**src/rtl/rfa_pkg.sv**
```systemverilog
package rfa_pkg;
  typedef enum logic [2:0] {
    ST_IDLE   = 3'd0,
    ST_HDR    = 3'd1,
    ST_RDGAP  = 3'd2,
    ST_WRDATA = 3'd3,
    ST_ECHO   = 3'd4,
    ST_RDATA  = 3'd5,
    ST_CLOSE  = 3'd6
  } rfa_state_e;
endpackage

```
**src/rtl/rfa_reset_sync.sv**
```systemverilog
module rfa_reset_sync #(
  parameter int STAGES = 2
) (
  input  logic clk,
  input  logic rst_n,
  output logic rst_sn
);
  logic [STAGES-1:0] sh_q;

  always_ff @(posedge clk or negedge rst_n) begin
    if (!rst_n) sh_q <= '0;
    else        sh_q <= {sh_q[STAGES-2:0], 1'b1};
  end

  assign rst_sn = sh_q[STAGES-1];
endmodule

```
**src/rtl/rfa_store.sv**
```systemverilog
module rfa_store #(
  parameter int               DATA_W    = 8,
  parameter logic [DATA_W-1:0] RESET_VAL = '0
) (
  input  logic              clk,
  input  logic              rst_n,
  input  logic              wr_en,
  input  logic [DATA_W-1:0] wr_data,
  output logic [DATA_W-1:0] rd_data
);
  logic [DATA_W-1:0] val_q;
  logic [DATA_W-1:0] val_d;

  always_comb begin
    val_d = val_q;
    if (wr_en) val_d = wr_data;
  end

  always_ff @(posedge clk or negedge rst_n) begin
    if (!rst_n) val_q <= RESET_VAL;
    else        val_q <= val_d;
  end

  assign rd_data = val_q;
endmodule

```
**src/rtl/rfa_ctrl.sv**
```systemverilog
module rfa_ctrl
  import rfa_pkg::*;
#(
  parameter int               CMD_W      = 4,
  parameter logic [CMD_W-1:0] READ_CODE  = 'd0,
  parameter logic [CMD_W-1:0] WRITE_CODE = 'd1
) (
  input  logic             clk,
  input  logic             rst_n,
  input  logic [CMD_W-1:0] in_cmd,
  input  logic             in_valid,
  input  logic             in_sof,
  input  logic             in_eof,
  input  logic             out_accept,
  input  logic [CMD_W-1:0] hdr_cmd,
  output rfa_state_e       state_q,
  output logic             in_accept,
  output logic             hdr_en,
  output logic             reg_en
);
  rfa_state_e state_d;
  logic       in_fire;
  logic       is_read_hdr;
  logic       is_write_hdr;

  assign in_accept    = (state_q == ST_HDR) || (state_q == ST_WRDATA);
  assign in_fire      = in_valid && in_accept;
  assign is_read_hdr  = in_sof && in_eof && (in_cmd == READ_CODE);
  assign is_write_hdr = in_sof && !in_eof && (in_cmd == WRITE_CODE);
  assign hdr_en       = (state_q == ST_HDR) && in_fire && in_sof;
  assign reg_en       = (state_q == ST_WRDATA) && in_fire && in_eof;

  always_comb begin
    state_d = state_q;
    unique case (state_q)
      ST_IDLE:   state_d = ST_HDR;
      ST_HDR: begin
        if (in_fire && is_read_hdr)       state_d = ST_RDGAP;
        else if (in_fire && is_write_hdr) state_d = ST_WRDATA;
      end
      ST_RDGAP:  state_d = ST_ECHO;
      ST_WRDATA: if (reg_en) state_d = ST_ECHO;
      ST_ECHO: begin
        if (out_accept) state_d = (hdr_cmd == READ_CODE) ? ST_RDATA : ST_CLOSE;
      end
      ST_RDATA:  if (out_accept) state_d = ST_CLOSE;
      ST_CLOSE:  if (out_accept) state_d = ST_IDLE;
      default:   state_d = ST_IDLE;
    endcase
  end

  always_ff @(posedge clk or negedge rst_n) begin
    if (!rst_n) state_q <= ST_IDLE;
    else        state_q <= state_d;
  end
endmodule

```
**src/rtl/rfa_out.sv**
```systemverilog
module rfa_out
  import rfa_pkg::*;
#(
  parameter int               DATA_W    = 8,
  parameter logic [DATA_W-1:0] STOP_BYTE = 'hA5
) (
  input  rfa_state_e        state_q,
  input  logic [DATA_W-1:0] hdr_q,
  input  logic [DATA_W-1:0] reg_q,
  output logic [DATA_W-1:0] out_data,
  output logic              out_valid,
  output logic              out_sof,
  output logic              out_eof
);
  always_comb begin
    out_data  = '0;
    out_valid = 1'b0;
    out_sof   = 1'b0;
    out_eof   = 1'b0;
    unique case (state_q)
      ST_ECHO: begin
        out_valid = 1'b1;
        out_sof   = 1'b1;
        out_data  = hdr_q;
      end
      ST_RDATA: begin
        out_valid = 1'b1;
        out_data  = reg_q;
      end
      ST_CLOSE: begin
        out_valid = 1'b1;
        out_eof   = 1'b1;
        out_data  = STOP_BYTE;
      end
      default: ;
    endcase
  end
endmodule

```
**src/rtl/frame_regaccess.sv**
```systemverilog
module frame_regaccess
  import rfa_pkg::*;
#(
  parameter int                DATA_W      = 8,
  parameter int                CMD_W       = 4,
  parameter int                SYNC_STAGES = 2,
  parameter logic [CMD_W-1:0]  READ_CODE   = 'd0,
  parameter logic [CMD_W-1:0]  WRITE_CODE  = 'd1,
  parameter logic [DATA_W-1:0] STOP_BYTE   = 'hA5,
  parameter logic [DATA_W-1:0] REG_RESET   = '0
) (
  input  logic              clk,
  input  logic              rst_n,
  input  logic [DATA_W-1:0] in_data,
  input  logic              in_valid,
  input  logic              in_sof,
  input  logic              in_eof,
  output logic              in_accept,
  output logic [DATA_W-1:0] out_data,
  output logic              out_valid,
  output logic              out_sof,
  output logic              out_eof,
  input  logic              out_accept
);
  logic              rst_sn;
  rfa_state_e        state_q;
  logic [DATA_W-1:0] hdr_q;
  logic [DATA_W-1:0] reg_q;
  logic              hdr_en;
  logic              reg_en;

  rfa_reset_sync #(.STAGES(SYNC_STAGES)) u_rst (
    .clk    (clk),
    .rst_n  (rst_n),
    .rst_sn (rst_sn)
  );

  rfa_ctrl #(
    .CMD_W      (CMD_W),
    .READ_CODE  (READ_CODE),
    .WRITE_CODE (WRITE_CODE)
  ) u_ctrl (
    .clk        (clk),
    .rst_n      (rst_sn),
    .in_cmd     (in_data[CMD_W-1:0]),
    .in_valid   (in_valid),
    .in_sof     (in_sof),
    .in_eof     (in_eof),
    .out_accept (out_accept),
    .hdr_cmd    (hdr_q[CMD_W-1:0]),
    .state_q    (state_q),
    .in_accept  (in_accept),
    .hdr_en     (hdr_en),
    .reg_en     (reg_en)
  );

  rfa_store #(.DATA_W(DATA_W), .RESET_VAL('0)) u_hdr (
    .clk     (clk),
    .rst_n   (rst_sn),
    .wr_en   (hdr_en),
    .wr_data (in_data),
    .rd_data (hdr_q)
  );

  rfa_store #(.DATA_W(DATA_W), .RESET_VAL(REG_RESET)) u_reg (
    .clk     (clk),
    .rst_n   (rst_sn),
    .wr_en   (reg_en),
    .wr_data (in_data),
    .rd_data (reg_q)
  );

  rfa_out #(.DATA_W(DATA_W), .STOP_BYTE(STOP_BYTE)) u_out (
    .state_q   (state_q),
    .hdr_q     (hdr_q),
    .reg_q     (reg_q),
    .out_data  (out_data),
    .out_valid (out_valid),
    .out_sof   (out_sof),
    .out_eof   (out_eof)
  );
endmodule

```
**config.mk**
```make
export PLATFORM = sky130hd
export DESIGN_NAME = frame_regaccess
export DESIGN_NICKNAME = d
export VERILOG_FILES = /design/src/rtl/rfa_pkg.sv /design/src/rtl/rfa_reset_sync.sv /design/src/rtl/rfa_store.sv /design/src/rtl/rfa_ctrl.sv /design/src/rtl/rfa_out.sv /design/src/rtl/frame_regaccess.sv
export SDC_FILE = /design/constraint.sdc
export NUM_CORES = 1
export LEC_CHECK = 0
export BUFFER_PORTS_ARGS = -buffer_cell sky130_fd_sc_hd__buf_4
export CORE_ASPECT_RATIO = 1.2
export CORE_UTILIZATION = 51
export CTS_CLUSTER_SIZE = 14
export DETAILED_ROUTE_END_ITERATION = 10
export PLACE_DENSITY = 0.78
export SYNTH_ARGS = -nofsm -noshare
export SYNTH_HDL_FRONTEND = slang
export SYNTH_SLANG_ARGS = --single-unit
```
**constraint.sdc**
```tcl
create_clock -name clk -period 1.3 [get_ports clk]
set_input_delay 0.13 -clock clk [delete_from_list [all_inputs] [get_ports clk]]
set_output_delay 0.13 -clock clk [all_outputs]
set_load 0.005 [all_outputs]
```
==> metrics.md <==
| Metric | Value |
|---|---|
| CTS tree | `done` |
| Final WL | `approximately 3 mm` |
| Fin crit period | `~1.6 ns` |
| Final Hold Viols | `0` |
| Worst hold-check path type | `in -> reg` |
| Cell count after placement | `156` |
| Cell variety after synth | `32` |
| Nets | `roughly 170` |
| Power Dens Cells | `around 2400 mW/mm^2` |
| Syn_area_per_cell | `11.2 um^2` |
| Antenna Cells | `0` |
| Met3 GRT Util | `0.0448` |
| DRC errors left | `1` |
| HPWL Detailed | `roughly 1.9 mm` |
| GRT busiest layer | `met2` |
| Worst-skew pair later-pin latency | `0.30 ns` |
| Critical path arrival | `around 1.5 ns` |
| Synth Warn # | `0` |
| Detailed-route via count | `between 900 and 1,000` |
| Syn Nets | `110` |
| Mapped Cells | `96` |
| Post-route ant nets | `0` |
| Run status | `finished, violations left` |
| Finished Layout Cells | `between 150 and 200` |
| Starting Density | `0.563` |
| Die ar. | `approximately 0.0023 mm^2` |
| RSZ-0062 raised after global routing | `yes` |
| Largest net degree at the start of global routing | `14` |
| Max Clock Freq | `approximately 0.63 GHz` |
| Met2 Use GR | `0.510` |
| Vias per cell | `5.80` |
| CTS sink cnt | `21` |
| Total track usage | `0.286` |
| WL/cell | `between 15 and 20 um` |
| Reg2reg setup slack | `-0.20 ns` |
| Worst setup SP type | `register` |
| Post-synthesis sequential area ratio | `0.487` |
| FP Rows | `17` |
| Initial antenna violation count | `0` |
| CP Max Fanout | `7` |
| Port Buf Inserts | `25` |
| Number of H-tree levels | `1` |
| Core area | `0.00191 mm^2` |
| DRT iter0 DRCs | `15` |
| Critical path class | `reg -> out` |
| Max-Cap Viols | `0` |
| FF+latch count, synth | `21` |
| CTS buffer count | `3` |
| Clk root buf | `clkbuf_4` |
| First-pass GRT wire length | `approximately 4.6 mm` |
| Post-route clock period utilization | `1.22` |
| Fillers | `83` |
| Leakage Power | `between 0.0008 and 0.0009 uW` |
| CP Capture Type | `primary output` |
| Final worst slack | `-0.291 ns` |
| GP Congestion | `~0.8` |
| Vias in the first global route | `approximately 1,000` |
| Clock Skews | `around 0.0013 ns` |
| Setup Viol. Count Final | `30` |
| Maximum buffer depth of the clock tree | `2` |
| Worst vdd ir | `approximately 1700 uV` |
| Io pins | `26` |
| Reg clk slew, reported paths | `around 0.12 ns` |
| Req. time, crit path | `around 1.2 ns` |
| Area Growth Syn to Fin | `55.3%` |
| Max-slew violation count | `0` |
| Netlist Area Pre-Place | `between 0.001 and 0.0015 mm^2` |
| Drt first pass iters | `7` |
| Fin Setup TNS | `-5.68 ns` |
| Most frequent cells in the layout | `buf_4, dfrtp_1, nor2_1, buf_6, mux2_4` |
| Share of cells above drive strength 1 | `0.623` |
| Met1 usage in global routing | `0.336` |
| GR Overflow Total | `0` |
| Failing checks | `design-rule violations, negative setup slack` |
| Most common cell after layout, fill and taps aside | `buf_4` |
| Die H | `around 52 um` |
| Die Wd | `roughly 44 um` |
## per-stage QoR
| stage | cell area, um^2 | hold WS, ns | util | setup slack [ns] | power (uW) |
|---|---|---|---|---|---|
| floorplan | 1110 | -0.166 | - | -0.0691 | 2190 |
| global placement | 1450 | -0.0879 | 0.756 | -0.209 | 2880 |
| detailed placement | 1450 | -0.0851 | 0.756 | -0.248 | 2960 |
| CTS | 1650 | 0.0552 | 0.860 | -0.222 | 3780 |
| global route | 1680 | 0.0542 | 0.875 | -0.312 | 4160 |
| finish | 1680 | 0.0618 | 0.875 | -0.291 | 3970 |
## sequential cells by signal, summed over array words and instances, names as in the netlist
signal / count
u_ctrl.state_q: 3
u_hdr.rd_data: 8
u_reg.rd_data: 8
u_rst.sh_q: 2
## layout make-up
| type | count | area (um^2) | area share |
|---|---|---|---|
| multi-input combinational | 68 | 623 | 0.372 |
| sequential | 21 | 527 | 0.314 |
| timing repair buffer | 54 | 455 | 0.272 |
| tap | 19 | 23.8 | 0.0142 |
| clock buffer | 3 | 22.5 | 0.0134 |
| inverter | 4 | 18.8 | 0.0112 |
| clock inverter | 1 | 5.00 | 0.00299 |
## critical path, cell delays in order, from the launching register on
cell	delay, ns
dfrtp_1	0.44
buf_6	0.16
nor2b_4	0.14
buf_6	0.13
a2bb2oi_2	0.05
nor2_1	0.11
buf_4	0.12
## timing repair
action / 4_1_cts / 5_1_grt
pin swaps: 13 / 3
gates resized for setup: 27 / 4
hold endpoints to repair: 2 / 0
cloned: 1 / 0
buffers inserted: 6 / 2
setup endpoints to repair: 30 / 30
hold buffers: 1 / 0
## synth_stat cells, drive strengths merged
| master | number | area share |
|---|---|---|
| and3 | 1 | 0.0058 |
| o41ai | 1 | 0.015 |
| a21boi | 1 | 0.0070 |
| dfrtp | 21 | 0.49 |
| inv | 4 | 0.014 |
| and2 | 1 | 0.0070 |
| nor2b | 2 | 0.019 |
| nor2 | 14 | 0.049 |
| conb | 1 | 0.0035 |
| or4 | 1 | 0.0070 |
| xnor2 | 1 | 0.0081 |
| clkbuf | 2 | 0.016 |
| o21ai | 3 | 0.014 |
| nand3 | 1 | 0.0046 |
| nand2 | 4 | 0.014 |
| nor3 | 1 | 0.0046 |
| buf | 1 | 0.0046 |
| nand4 | 1 | 0.0058 |
| o31a | 1 | 0.0093 |
| mux2 | 16 | 0.17 |
| o211ai | 2 | 0.014 |
| a2bb2oi | 2 | 0.016 |
| o41a | 1 | 0.010 |
| nor3b | 2 | 0.014 |
| a21oi | 5 | 0.027 |
| nand3b | 1 | 0.0070 |
| mux2i | 4 | 0.037 |
| or4b | 1 | 0.013 |
## layer usage
metal  wire [um]  part of all wire  vias up
li1            -                 -      449
met1        1240              0.41      490
met2        1640              0.54       39
met3         103             0.034        8
met4          59             0.019        0
met5           0                 0        -
## worst paths after layout
path,cells after the start,start,to
min in group asynchronous,0,u_rst.sh_q[1],u_reg.rd_data[7]
max in group asynchronous,1,u_rst.sh_q[1],u_ctrl.state_q[2]
min reg2reg,0,u_rst.sh_q[1],u_reg.rd_data[7]
max reg2reg,4,u_ctrl.state_q[1],u_hdr.rd_data[0]
min,2,in_data[6],u_hdr.rd_data[6]
max,6,u_ctrl.state_q[1],out_data[2]
## report_power, final
part	internal, uW	leakage (uW)	switching, uW
registers	954	0.000257	221
logic	1460	0.000539	1030
clock network	115	0.0000177	199
## kinds of logic (layout without fill, tap and decap cells)
| group | count (synthesis) | after routing | synth area share |
|---|---|---|---|
| and+or+nand+nor | 30 | 30 | 0.150 |
| DFF | 21 | 21 | 0.487 |
| muxes | 20 | 20 | 0.204 |
| AOI/OAI and AO/OA | 16 | 16 | 0.113 |
| buffers and inverters | 7 | 62 | 0.0348 |
| other | 1 | 1 | 0.00348 |
| xor gates and xnor gates | 1 | 1 | 0.00812 |
Note: power is estimated with default switching activity, not from simulation.
